===== config.mk =====
export PLATFORM = sky130hd
export DESIGN_NAME = lin_bittime_reg
export DESIGN_NICKNAME = d
export VERILOG_FILES = /design/src/rtl/lin_bt_pkg.sv /design/src/rtl/lin_bt_rxsync.sv /design/src/rtl/lin_bt_meas.sv /design/src/rtl/lin_bt_regs.sv /design/src/rtl/lin_bittime_reg.sv
export SDC_FILE = /design/constraint.sdc
export NUM_CORES = 1
export LEC_CHECK = 0
export ABC_AREA = 1
export BUFFER_PORTS_ARGS = -buffer_cell sky130_fd_sc_hd__buf_2
export CAP_MARGIN = 25
export CORE_UTILIZATION = 62
export CTS_CLUSTER_DIAMETER = 60
export DETAILED_ROUTE_END_ITERATION = 10
export GPL_TIMING_DRIVEN = 0
export PLACE_DENSITY = 0.84
export SLEW_MARGIN = 20
export SYNTH_ARGS = -nofsm -noshare
export SYNTH_HDL_FRONTEND = slang
export SYNTH_SLANG_ARGS = --single-unit

===== constraint.sdc =====
create_clock -name clk -period 2.85 [get_ports clk]
set_input_delay 0.1425 -clock clk [delete_from_list [all_inputs] [get_ports clk]]
set_output_delay 0.1425 -clock clk [all_outputs]
set_load 0.03 [all_outputs]

===== src/rtl/lin_bt_pkg.sv =====
// Shared types for the bit-time measurement block.
package lin_bt_pkg;
    // Measurement engine states.
    typedef enum logic [1:0] {
        MS_IDLE  = 2'd0,   // hunting for a long low period (break)
        MS_BREAK = 2'd1,   // break seen, waiting for the line to rise
        MS_DELIM = 2'd2,   // delimiter, waiting for the sync start edge
        MS_SYNC  = 2'd3    // timing the sync field
    } meas_state_t;
endpackage


===== src/rtl/lin_bt_rxsync.sv =====
// Synchronizes the asynchronous rx line and flags its edges.
// Assumes the line idles high; reset fills the chain with ones.
module lin_bt_rxsync #(
    parameter int STAGES = 2
) (
    input  logic clk,
    input  logic rst_n,
    input  logic rx_i,
    output logic rx_s,
    output logic fall,
    output logic rise
);
    logic [STAGES-1:0] chain_q;
    logic              last_q;

    // Shift the line through the synchronizer and remember the last sample.
    always_ff @(posedge clk) begin
        if (!rst_n) begin
            chain_q <= '1;
            last_q  <= 1'b1;
        end else begin
            chain_q <= {chain_q[STAGES-2:0], rx_i};
            last_q  <= chain_q[STAGES-1];
        end
    end

    // Edge flags from the synchronized sample against the previous one.
    always_comb begin
        rx_s = chain_q[STAGES-1];
        fall = last_q & ~rx_s;
        rise = ~last_q & rx_s;
    end
endmodule


===== src/rtl/lin_bt_meas.sv =====
// Times the break and sync pattern and reports the per-bit count.
// Assumes the sync byte is 0x55: the first to fifth falling edges span
// eight bit times. Runs only while en is high; otherwise it sits idle.
module lin_bt_meas
    import lin_bt_pkg::*;
#(
    parameter int BT_W    = 13,
    parameter int BRK_MIN = 64
) (
    input  logic            clk,
    input  logic            rst_n,
    input  logic            en,
    input  logic            rx_s,
    input  logic            fall,
    input  logic            rise,
    output logic            vld,
    output logic [BT_W-1:0] val,
    output logic            err
);
    localparam int CNT_W = BT_W + 3;
    localparam int BRK_W = $clog2(BRK_MIN + 1);
    localparam logic [BRK_W-1:0] BRK_LAST = BRK_W'(BRK_MIN - 1);
    localparam logic [2:0] LAST_FALL = 3'd4;

    meas_state_t      st_q;
    logic [CNT_W-1:0] cnt_q;
    logic [BRK_W-1:0] brk_q;
    logic [2:0]       nfall_q;

    // Sequence the break hunt, delimiter wait and sync timing.
    always_ff @(posedge clk) begin
        if (!rst_n) begin
            st_q    <= MS_IDLE;
            cnt_q   <= '0;
            brk_q   <= '0;
            nfall_q <= '0;
            vld     <= 1'b0;
            err     <= 1'b0;
            val     <= '0;
        end else begin
            vld <= 1'b0;
            err <= 1'b0;
            if (!en) begin
                st_q  <= MS_IDLE;
                brk_q <= '0;
            end else begin
                case (st_q)
                    MS_IDLE: begin
                        if (rx_s) begin
                            brk_q <= '0;
                        end else if (brk_q == BRK_LAST) begin
                            st_q  <= MS_BREAK;
                            brk_q <= '0;
                        end else begin
                            brk_q <= brk_q + 1'b1;
                        end
                    end
                    MS_BREAK: begin
                        if (rise) st_q <= MS_DELIM;
                    end
                    MS_DELIM: begin
                        if (fall) begin
                            st_q    <= MS_SYNC;
                            cnt_q   <= CNT_W'(1);
                            nfall_q <= 3'd1;
                        end
                    end
                    MS_SYNC: begin
                        if (fall && nfall_q == LAST_FALL) begin
                            vld  <= 1'b1;
                            val  <= {cnt_q[CNT_W-1:4], 1'b0};
                            st_q <= MS_IDLE;
                        end else if (&cnt_q) begin
                            err  <= 1'b1;
                            st_q <= MS_IDLE;
                        end else begin
                            cnt_q <= cnt_q + 1'b1;
                            if (fall) nfall_q <= nfall_q + 1'b1;
                        end
                    end
                    default: st_q <= MS_IDLE;
                endcase
            end
        end
    end
endmodule


===== src/rtl/lin_bt_regs.sv =====
// Holds the bit-time value, the high-byte shadow and the read lockout.
// Assumes 9 <= BT_W <= 15, so the high byte carries BT_W-8 bits.
module lin_bt_regs #(
    parameter int BT_W = 13
) (
    input  logic            clk,
    input  logic            rst_n,
    input  logic            mode_byte,
    input  logic            wr,
    input  logic            sel_hi,
    input  logic [7:0]      wdata,
    input  logic            meas_vld,
    input  logic [BT_W-1:0] meas_val,
    input  logic            frame_act,
    input  logic            id_rcvd,
    output logic [7:0]      rdata,
    output logic [BT_W-1:0] bt
);
    localparam int HI_W = BT_W - 8;

    logic [HI_W-1:0] shadow_q;
    logic            lock_q;
    logic            blank;

    // Park high-byte writes in the shadow while software owns the value.
    always_ff @(posedge clk) begin
        if (!rst_n)                       shadow_q <= '0;
        else if (mode_byte && wr && sel_hi) shadow_q <= wdata[HI_W-1:0];
    end

    // Commit on a low-byte write in manual mode or on a measurement in auto mode.
    always_ff @(posedge clk) begin
        if (!rst_n)
            bt <= '0;
        else if (mode_byte && wr && !sel_hi)
            bt <= {shadow_q, wdata[7:1], 1'b0};
        else if (!mode_byte && meas_vld)
            bt <= {meas_val[BT_W-1:1], 1'b0};
    end

    // Track the window from identifier reception to the next frame.
    always_ff @(posedge clk) begin
        if (!rst_n)                       lock_q <= 1'b0;
        else if (mode_byte || frame_act)  lock_q <= 1'b0;
        else if (id_rcvd)                 lock_q <= 1'b1;
    end

    // Present the selected byte, blanked while the lockout window is open.
    always_comb begin
        blank = lock_q && !mode_byte;
        if (blank)       rdata = 8'h00;
        else if (sel_hi) rdata = {{(8-HI_W){1'b0}}, bt[BT_W-1:8]};
        else             rdata = {bt[7:1], 1'b0};
    end
endmodule


===== src/rtl/lin_bittime_reg.sv =====
// Top of the bit-time register: rx synchronizer, measurement engine and
// software-visible register with lockout. Assumes frame_act and id_rcvd
// are single-cycle pulses in the clk domain.
module lin_bittime_reg #(
    parameter int BT_W        = 13,
    parameter int BRK_MIN     = 64,
    parameter int SYNC_STAGES = 2
) (
    input  logic            clk,
    input  logic            rst_n,
    input  logic            mode_byte,
    input  logic            rx,
    input  logic            frame_act,
    input  logic            id_rcvd,
    input  logic            reg_wr,
    input  logic            reg_sel_hi,
    input  logic [7:0]      reg_wdata,
    output logic [7:0]      reg_rdata,
    output logic [BT_W-1:0] bt_value,
    output logic            meas_err
);
    logic            rx_s, rx_fall, rx_rise;
    logic            m_vld;
    logic [BT_W-1:0] m_val;

    lin_bt_rxsync #(.STAGES(SYNC_STAGES)) u_sync (
        .clk(clk), .rst_n(rst_n), .rx_i(rx),
        .rx_s(rx_s), .fall(rx_fall), .rise(rx_rise)
    );

    lin_bt_meas #(.BT_W(BT_W), .BRK_MIN(BRK_MIN)) u_meas (
        .clk(clk), .rst_n(rst_n), .en(!mode_byte),
        .rx_s(rx_s), .fall(rx_fall), .rise(rx_rise),
        .vld(m_vld), .val(m_val), .err(meas_err)
    );

    lin_bt_regs #(.BT_W(BT_W)) u_regs (
        .clk(clk), .rst_n(rst_n), .mode_byte(mode_byte),
        .wr(reg_wr), .sel_hi(reg_sel_hi), .wdata(reg_wdata),
        .meas_vld(m_vld), .meas_val(m_val),
        .frame_act(frame_act), .id_rcvd(id_rcvd),
        .rdata(reg_rdata), .bt(bt_value)
    );
endmodule


==> out/results.ini, run 1 <==
[outcome]
status=complete, no violations

[global_routing]
antenna_found_initial=0
grt_max_degree=11
grt_overflow=0
track_usage_pct=26.58
grt_pass1_vias=2583
grt_pass1_wl_um=10900

[placed_design]
placed_cell_area_mm2=0.003327
place_ws_ns=1.143
io_buffers=34
dpl.hpwl_um=4642
gp_congestion=0.8333
placed_cells=536

[synth]
ys_async_sr_fraction_pct=0
ys_seq_area_share_pct=41.04
syn_area_mm2=0.003073
synth_edf_count=0
syn_area_per_cell_um2=7.064
ys.flop_type=dfxtp_1
syn-num-nets=460
yosys_warnings=0
ys_ff_latch=63
ys_types=37
synthCells=435

[power]
switching_power_mw=0.3970
ir_drop_uv=301.0
switching_share_pct=21.39
intPower_mw=1.459
power_leakage_nw=1.502
pwr-share-seq_pct=48.3
p_per_area_mw_per_mm2=519.7
clkPwrFrac_pct=47.0
pwr-share-comb_pct=4.7

[sta]
max_clock_freq_ghz=0.5833
fin_crit_ns=1.714
tns_ns=0
tightest_slew_ns=0.6549
rsz0062_at_grt=false
slew_violations=0
period_share_pct=60.15
setup_viol=0
finClkSkew_ns=0.007907
hold_slack_ns=0.04504
hold_violations=0
finalWorstSetupSlack_ns=1.136
slew_headroom_pct=56.34

[clock_tree]
clk_latency_ns=0.34
cts-resized-gates=0
cts-root-buf=clkbuf_8
path_clk_slew_ns=0.07
cts_buffers=9
cts_sinks=63
cts_tree=built
clk_path_buf_depth=2
htreeDepth=3

[layout]
final_cell_mix=nand2_1 (122), dfxtp_1 (63), nor2_1 (54)
drive_gt1_share_pct=17.66
syn_to_final_growth_pct=16.21
fin_nets=507
final_area_mm2=0.003571
diodes=0
stdcell_count=554
nFillCells=381
final_common_cell=nand2_1

[drt]
via_per_inst=5.018
ant_nets=0
vias=2780
dr.pass1.iters=4
drcViolationCount=0
wire_per_inst_um=11.41
wl_um=6323
drt_iter0_markers=132

[die]
initial_core_util_pct=64.63
fp.dieW_um=72.40
coreArea_mm2=0.004755
num_io_pins=38
rows=25
die-area_mm2=0.005242
dieHeight_um=72.40

[setup_path]
path_delay_family=simple AND/OR/NAND/NOR gates
timing.rr.start=u_meas.st_q[0]
crit_arrival_ns=1.99
crit_path_end_kind=flop
worstPathCellList=ha_1 > buf_4 > inv_4 > nor3_4 > nor2_4 > buf_6 > nand2_1 > nand2_2 > inv_4 > o21ai_1 > nor2_1
setup.worst_path.start=u_meas.st_q[0]
cp_max_fo=10
worstPathRequired_ns=3.13
cpPeakStageDelay_ns=0.37
crit_buf_inv=4
cp_common_cell=inv_4
worst_path_max_delay_cell=dfxtp_1
cp-start-kind=flop
critPathKind=flop to flop

[flow_run]
drv_cap=0

[min_path]
min_from=id_rcvd
hold_class=primary input to flop

[worst register-to-register path: cells and delay by family (launching register included)]
| kind | cells | cell delay [ns] |
|---|---|---|
| compound gates | 1 | 0.08 |
| fa+ha+maj | 1 | 0.16 |
| buf+inv | 4 | 0.51 |
| flops | 1 | 0.37 |
| simple gates | 5 | 0.54 |
[power by group through the flow]
| stage | Sequential [mW] | Clock (mW) | Combinational (mW) |
|---|---|---|---|
| 2_1_floorplan | 0.923 | 0 | 0.0483 |
| 3_3_place_gp | 0.915 | 0 | 0.0834 |
| 3_5_place_dp | 0.916 | 0 | 0.0842 |
| 4_1_cts | 0.896 | 0.885 | 0.0866 |
| 5_1_grt | 0.897 | 0.918 | 0.0965 |
| 6_report | 0.896 | 0.873 | 0.0868 |
[logic make-up after synthesis]
group           share of synthesized area, %
flops                                  41.04
compound gates                         13.15
other cells                           0.1220
buf+inv                                9.120
simple gates                           30.90
fa+ha+maj                              3.665
xor+xnor                               1.995
[registers in the layout, summed over array words and instances, names as in the netlist]
register         cells
u_meas.brk_q         7
u_meas.st_q          2
u_regs.bt           12
u_regs.lock_q        1
u_meas.vld           1
u_meas.err           1
u_meas.cnt_q        16
u_sync.chain_q       2
u_meas.val          12
u_sync.last_q        1
u_meas.nfall_q       3
u_regs.shadow_q      5
[cells in the mapped netlist (4+ instances only)]
cell type,count,area share [%]
a21oi_2,6,1.7
ha_1,9,3.7
dfxtp_1,63,41
nand3_1,10,1.6
clkbuf_1,6,0.73
o21ai_0,13,2.1
xor2_1,4,1.1
inv_2,4,0.49
inv_1,43,5.3
nor2_1,54,6.6
a21oi_1,26,4.2
o21ai_1,13,2.1
nand2_1,122,15
nand2_2,5,1.0
a31oi_1,12,2.4
nor3_1,8,1.3
[timing repair]
item | in CTS | in global routing
buffers inserted | 0 | 0
hold buffers | 2 | 0
endpoints found under the hold margin | 2 | 0
[per-layer routing]
layer	GRT usage (%)	part of all wire [%]	vias to the layer above
li1	-	-	1475
met1	32.66	48	1237
met2	45.59	46	57
met3	4.167	4.0	11
met4	12.42	2.0	0
met5	0	0	-
[through the flow]
| stage | total power, mW | utilization (%) |
|---|---|---|
| final | 1.856 | 75.11 |
| after detailed placement | 1.000 | 69.97 |
| after floorplan | 0.9715 | - |
| after CTS | 1.868 | 75.11 |
| after global placement | 0.9987 | 69.97 |
| after global routing | 1.911 | 75.11 |
[layout make-up]
cell class / instances / area, µm² / share of cell area (%)
plain buffers: 16 / 91.34 / 2.558
clock buffers: 13 / 158.9 / 4.450
clock inverters: 3 / 65.06 / 1.822
inverters: 49 / 188.9 / 5.291
multi-input cells: 307 / 1531 / 42.89
flip-flops and latches: 63 / 1261 / 35.32
well taps: 67 / 83.83 / 2.348
repair buffers: 36 / 190.2 / 5.326
[path summary, 6_finish.rpt]
check,endpoint,slack (ns),cells past startpoint
setup reg to reg,u_meas.cnt_q[7],1.14,11
hold / removal,u_regs.lock_q,0.05,3
setup / recovery,u_meas.cnt_q[7],1.14,11
hold reg to reg,u_sync.chain_q[1],0.42,1
No activity file was read; power rests on OpenSTA's default activity.
==> run 2, diff against run 1 <==
--- a/config.mk
+++ b/config.mk
@@ -5,14 +5,14 @@
 export SDC_FILE = /design/constraint.sdc
 export NUM_CORES = 1
 export LEC_CHECK = 0
-export ABC_AREA = 1
+export ABC_AREA = 0
 export BUFFER_PORTS_ARGS = -buffer_cell sky130_fd_sc_hd__buf_2
 export CAP_MARGIN = 25
-export CORE_UTILIZATION = 62
+export CORE_UTILIZATION = 57
 export CTS_CLUSTER_DIAMETER = 60
 export DETAILED_ROUTE_END_ITERATION = 10
 export GPL_TIMING_DRIVEN = 0
-export PLACE_DENSITY = 0.84
+export PLACE_DENSITY = 0.79
 export SLEW_MARGIN = 20
 export SYNTH_ARGS = -nofsm -noshare
 export SYNTH_HDL_FRONTEND = slang
==> constraint.sdc (replaced) <==
create_clock -name clk -period 1.7 [get_ports clk]
set_input_delay 0.085 -clock clk [delete_from_list [all_inputs] [get_ports clk]]
set_output_delay 0.085 -clock clk [all_outputs]
set_load 0.03 [all_outputs]
==> run 2 against run 1 <==
  * The flow now finishes with violations (negative setup slack)
  * Critical path depth fell by 5
  * Via count rose by 2.7%
  * Total power rose by 75%
  * Count of clock-buffer cells in the layout fell by 1
  * Combinational power rose to 2.6 times the previous value
==> out/results.ini, run 2 <==
[outcome]
status=finished with violations
violations=negative setup slack

[setup_path]
r2r_setup_slack_ns=-0.39
critPathKind=flop to flop
worstPathRequired_ns=1.97
r2r_end=u_meas.cnt_q[13]
cp_max_fo=3
crit_path_end_kind=flop
crit_arrival_ns=2.36
rr_worst_depth=6
timing.rr.start=u_meas.st_q[0]
cp-start-kind=flop

[global_routing]
grt_max_degree=11
grt_pass1_wl_um=11880
grt_pass1_vias=2563
track_usage_pct=28.64
grt_overflow=0
antenna_found_initial=0

[drt]
dr.pass1.iters=5
drt_iter0_markers=227
wl_um=8489
via_per_inst=5.946
vias=2854
drcViolationCount=0
wire_per_inst_um=17.69
ant_nets=0

[layout]
fin_nets=431
syn_to_final_growth_pct=36.68
drive_gt1_share_pct=32.68
stdcell_count=480
nFillCells=304
top_regs=u_meas.cnt_q (16), u_meas.val (12), u_regs.bt (12)
diodes=0
largest_register_ffs=16
top_register=u_meas.cnt_q
final_cell_mix=nor2_1 (58), dfxtp_1 (58), mux2i_1 (35), buf_2 (35), buf_4 (20)

[synth]
yosysMostFrequentCell=dfxtp_1
synth_area_leader_cell=dfxtp_1
synthTopCellsByArea=dfxtp_1 (42%), mux2i_1 (12%), nor2_1 (7.6%), ha_1 (3.7%), xnor2_1 (3.5%)
synth_edf_count=0
ys_types=54
ys_ff_latch=63
syn_area_mm2=0.003015
yosys_warnings=0
ys_seq_area_share_pct=41.83
syn_area_per_cell_um2=9.083
synth_top_area_share_pct=41.83
syn-num-nets=357
ys_async_sr_fraction_pct=0
synthCells=332
synth_commonest_cells=dfxtp_1 (63), nor2_1 (61), mux2i_1 (35)
ys.flop_type=dfxtp_1

[sta]
max_clock_freq_ghz=0.4794
finalWorstSetupSlack_ns=-0.3859
slew_violations=0
slew_headroom_pct=58.45
period_share_pct=122.7
setup_viol=21
tns_ns=-6.226
rsz0062_at_grt=true
fin_crit_ns=2.086
finClkSkew_ns=0.01196
hold_violations=0
tightest_slew_ns=0.6233

[power]
p_per_area_mw_per_mm2=785.8
ir_drop_uv=715.9
power_leakage_nw=1.705
p_total_mw=3.239

[placed_design]
placed_cells=436
gp_congestion=0.8618
io_buffers=34
dpl.hpwl_um=4737

[die]
rows=26
dieHeight_um=74.74
coreArea_mm2=0.005107
num_io_pins=38
initial_core_util_pct=59.04
die-area_mm2=0.005585
fp.dieW_um=74.74

[clock_tree]
htreeDepth=3
path_clk_slew_ns=0.08
cts-root-buf=clkbuf_8
clk_path_buf_depth=2
cts_buffers=9
cts_sinks=63
clk_latency_ns=0.35
cts_tree=built

[min_path]
holdPathEnd=u_regs.bt[5]
min_from=reg_wdata[5]
holdPathStages=3
hold_class=primary input to flop

[flow_run]
drv_cap=0

## run 2: how the worst max path moves through the flow
stage / endpoint / slack (ns) / depth (start not counted) / startpoint
floorplan: u_meas.nfall_q[0] / -0.26 / 7 / u_meas.st_q[0]
detailed placement: u_meas.st_q[0] / -0.53 / 6 / u_meas.cnt_q[4]
global placement: u_meas.st_q[0] / -0.47 / 7 / u_meas.cnt_q[0]
finish: u_meas.cnt_q[13] / -0.39 / 6 / u_meas.st_q[0]
global route: u_meas.cnt_q[13] / -0.45 / 4 / u_meas.cnt_q[2]
CTS: u_meas.cnt_q[13] / -0.36 / 6 / u_meas.st_q[0]
## run 2: layout make-up
cell class,count,area (µm²),share of cell area [%]
buffer,17,125.1,3.036
clock buffer,12,165.2,4.007
clock inverter,3,65.06,1.579
inverter,6,25.02,0.6072
multi-input combinational,245,1938,47.02
sequential,63,1272,30.87
tap,70,87.58,2.125
timing repair buffer,64,442.9,10.75
## run 2: cell families (layout without fill, tap and decap cells)
| kind of cell | count (synthesis) | after routing | synth area share [%] |
|---|---|---|---|
| simple gates | 144 | 144 | 25.23 |
| fa+ha+maj | 9 | 9 | 3.735 |
| flops | 63 | 63 | 41.83 |
| compound gates | 42 | 42 | 9.875 |
| xor+xnor | 14 | 14 | 4.066 |
| other cells | 1 | 1 | 0.1244 |
| mux | 35 | 35 | 11.62 |
| buf+inv | 24 | 102 | 3.527 |
## run 2: stage by stage
| stage | instance area [µm²] | setup slack [ns] | hold WS, ns | util [%] |
|---|---|---|---|---|
| global placement | 3334 | -0.4734 | 0.2504 | 65.29 |
| floorplan | 3077 | -0.2623 | 0.1643 | - |
| detailed placement | 3334 | -0.5274 | 0.2568 | 65.29 |
| finish | 4121 | -0.3859 | 0.03203 | 80.70 |
| global route | 4121 | -0.4536 | 0.04479 | 80.70 |
| CTS | 3894 | -0.3601 | 0.02555 | 76.24 |
## run 2: worst max-delay path: stages, from the launching register on
cell	delay, ns
dfxtp_4	0.39
inv_4	0.05
ha_4	0.17
or3b_4	0.42
a2111oi_4	0.40
or4b_1	0.47
a21oi_1	0.13
## run 2: where the power goes
part | total [mW] | internal [mW] | switching [mW]
sequential | 1.51 | 1.49 | 0.0164
clock | 1.51 | 0.935 | 0.571
combinational | 0.222 | 0.0796 | 0.142
## run 2: per-layer routing
metal / share of wire (%) / vias to the layer above / track usage, %
met5: 0 / - / 0
met2: 50 / 122 / 50.35
met4: 3.0 / 0 / 11.32
li1: - / 1325 / -
met1: 42 / 1372 / 33.81
met3: 5.4 / 35 / 6.560
## run 2: repair_timing
item | in CTS | in global routing
resized for setup | 35 | 38
setup buffers | 9 | 11
gates cloned | 2 | 1
hold buffers | 7 | 0
endpoints found under the setup margin | 32 | 35
endpoints found under the hold margin | 6 | 0
pin swaps | 20 | 23
==> run 3, diff against run 2 <==
--- a/config.mk
+++ b/config.mk
@@ -8,11 +8,11 @@
 export ABC_AREA = 0
 export BUFFER_PORTS_ARGS = -buffer_cell sky130_fd_sc_hd__buf_2
 export CAP_MARGIN = 25
-export CORE_UTILIZATION = 57
+export CORE_UTILIZATION = 55
 export CTS_CLUSTER_DIAMETER = 60
 export DETAILED_ROUTE_END_ITERATION = 10
 export GPL_TIMING_DRIVEN = 0
-export PLACE_DENSITY = 0.79
+export PLACE_DENSITY = 0.76
 export SLEW_MARGIN = 20
 export SYNTH_ARGS = -nofsm -noshare
 export SYNTH_HDL_FRONTEND = slang
==> run 3 against run 2 <==
  * The run still ends with negative setup slack left
  * Global-route usage is 1.6 points lower
  * Worst setup slack worse by 0.0048 ns
  * Routed wire length is 11% lower
  * Sequential share of layout area is 0.88 points higher
  * Clock skew is 0.0052 ns lower
==> out/results.ini, run 3 (synthesized netlist as in run 2, its figures left out) <==
[layout]
final_area_mm2=0.004008
largest_register_ffs=16
syn_to_final_growth_pct=32.90
fin_nets=424
fin_util_pct=77.00
diodes=0
final_cell_mix=nor2_1 (58), dfxtp_1 (58), buf_2 (36)
top_register=u_meas.cnt_q
drive_gt1_share_pct=32.75
top_regs=u_meas.cnt_q (16), u_meas.val (12), u_regs.bt (12)

[outcome]
status=finished with violations
violations=negative setup slack

[drt]
wire_per_inst_um=15.97
wl_um=7552
vias=2736
via_per_inst=5.784
ant_nets=0
drt_iter0_markers=159
dr.pass1.iters=5
drcViolationCount=0

[clock_tree]
cts_tree=built
cts_buffers=9
clk_latency_ns=0.34
htreeDepth=3
cts_sinks=63
path_clk_slew_ns=0.07
clk_path_buf_depth=2
cts-root-buf=clkbuf_8

[die]
dieHeight_um=76.05
coreArea_mm2=0.005205
fp.dieW_um=76.05
die-area_mm2=0.005783
num_io_pins=38
initial_core_util_pct=57.93
rows=26

[setup_path]
setup.worst_path.start=u_meas.st_q[0]
crit_path_end_kind=flop
r2r_setup_slack_ns=-0.39
worstPathRequired_ns=1.92
cp_max_fo=5
crit_end=u_meas.cnt_q[13]
timing.rr.start=u_meas.st_q[0]
rr_worst_depth=8
r2r_end=u_meas.cnt_q[13]
cp-start-kind=flop
crit_arrival_ns=2.31
critPathKind=flop to flop

[power]
clkPwrFrac_pct=38.8
intPower_mw=2.124
ir_drop_uv=503.7
switching_share_pct=24.55
power_leakage_nw=1.631
pwr-share-seq_pct=53.7
switching_power_mw=0.6912
p_per_area_mw_per_mm2=702.4
p_total_mw=2.815
pwr-share-comb_pct=7.5

[sta]
slew_headroom_pct=63.04
rsz0062_at_grt=true
slew_violations=0
max_clock_freq_ghz=0.4783
finClkSkew_ns=0.006757
period_share_pct=123.0
tightest_slew_ns=0.5544
setup_viol=21
hold_violations=0
tns_ns=-5.642
fin_crit_ns=2.091
finalWorstSetupSlack_ns=-0.3907

[global_routing]
grt_max_degree=11
track_usage_pct=27.02
grt_pass1_vias=2583
grt_pass1_wl_um=12510
grt_overflow=0
antenna_found_initial=0

[placed_design]
placed_cell_area_mm2=0.003334
io_buffers=34
dpl.hpwl_um=4708
gp_congestion=0.7989

[min_path]
hold_class=primary input to flop
holdPathStages=3

[flow_run]
drv_cap=0

[run 3: cell types whose count changed in the layout (fill, tap and decap cells not counted), moves of 2 or more]
cell and delta:
clkbuf_1 +2, nand3_1 +2, o31ai_2 +2, o31ai_1 -2, clkinv_2 +2, bufinv_16 -2
dlygate4sd3_1 -2, buf_4 -2, clkbuf_8 -3, clkbuf_2 -2
[run 3: final cells by class]
cell class                 instances  area (µm²)
buffer                            17       123.9
fill                             351        1197
clock buffer                      11       141.4
tap                               70       87.58
multi-input combinational        245        1962
timing repair buffer              57       372.9
clock inverter                     4       22.52
sequential                        63        1272
inverter                           6       25.02
[run 3: critical path: stages, from the launching register on]
cell       delay [ns]
dfxtp_4          0.39
inv_4            0.05
ha_4             0.17
or3b_4           0.41
buf_4            0.16
a2111oi_4        0.31
inv_2            0.12
o31ai_2          0.25
a21oi_1          0.10
[run 3: worst min-delay path by stage]
| stage | start | to |
|---|---|---|
| finish | reg_wdata[1] | u_regs.shadow_q[1] |
| floorplan | frame_act | u_regs.lock_q |
| global route | reg_wdata[4] | u_regs.shadow_q[4] |
| detailed placement | frame_act | u_regs.lock_q |
| global placement | frame_act | u_regs.lock_q |
| CTS | id_rcvd | u_regs.lock_q |
[run 3: repair_timing]
| item | CTS | global route |
|---|---|---|
| pin swaps | 22 | 23 |
| hold endpoints to repair | 5 | 0 |
| setup endpoints to repair | 32 | 35 |
| setup buffers | 8 | 9 |
| hold buffers | 5 | 0 |
| gates resized for setup | 46 | 27 |
| cloned | 0 | 1 |
[run 3: per-stage QoR]
stage	cells	setup slack, ns	hold WS [ns]
final	473	-0.3907	0.01511
after global routing	473	-0.4779	0.03044
after CTS	463	-0.3393	0.004156
after detailed placement	436	-0.5222	0.2582
after global placement	436	-0.4657	0.2516
after floorplan	332	-0.2623	0.1643
[run 3: power by group through the flow]
stage,logic (mW),clock network [mW],registers [mW]
after detailed placement,0.195,0,1.55
after global routing,0.230,1.18,1.51
after global placement,0.193,0,1.54
after CTS,0.208,1.12,1.51
after floorplan,0.107,0,1.57
final,0.212,1.09,1.51
[run 3: metal layers]
layer  global-route usage (%)  up-vias  part of all wire [%]
li1                         -     1315                     -
met2                    44.82       97                    49
met1                    34.07     1308                    44
met3                    4.910       16                   4.8
met4                    12.69        0                   1.8
met5                        0        -                     0
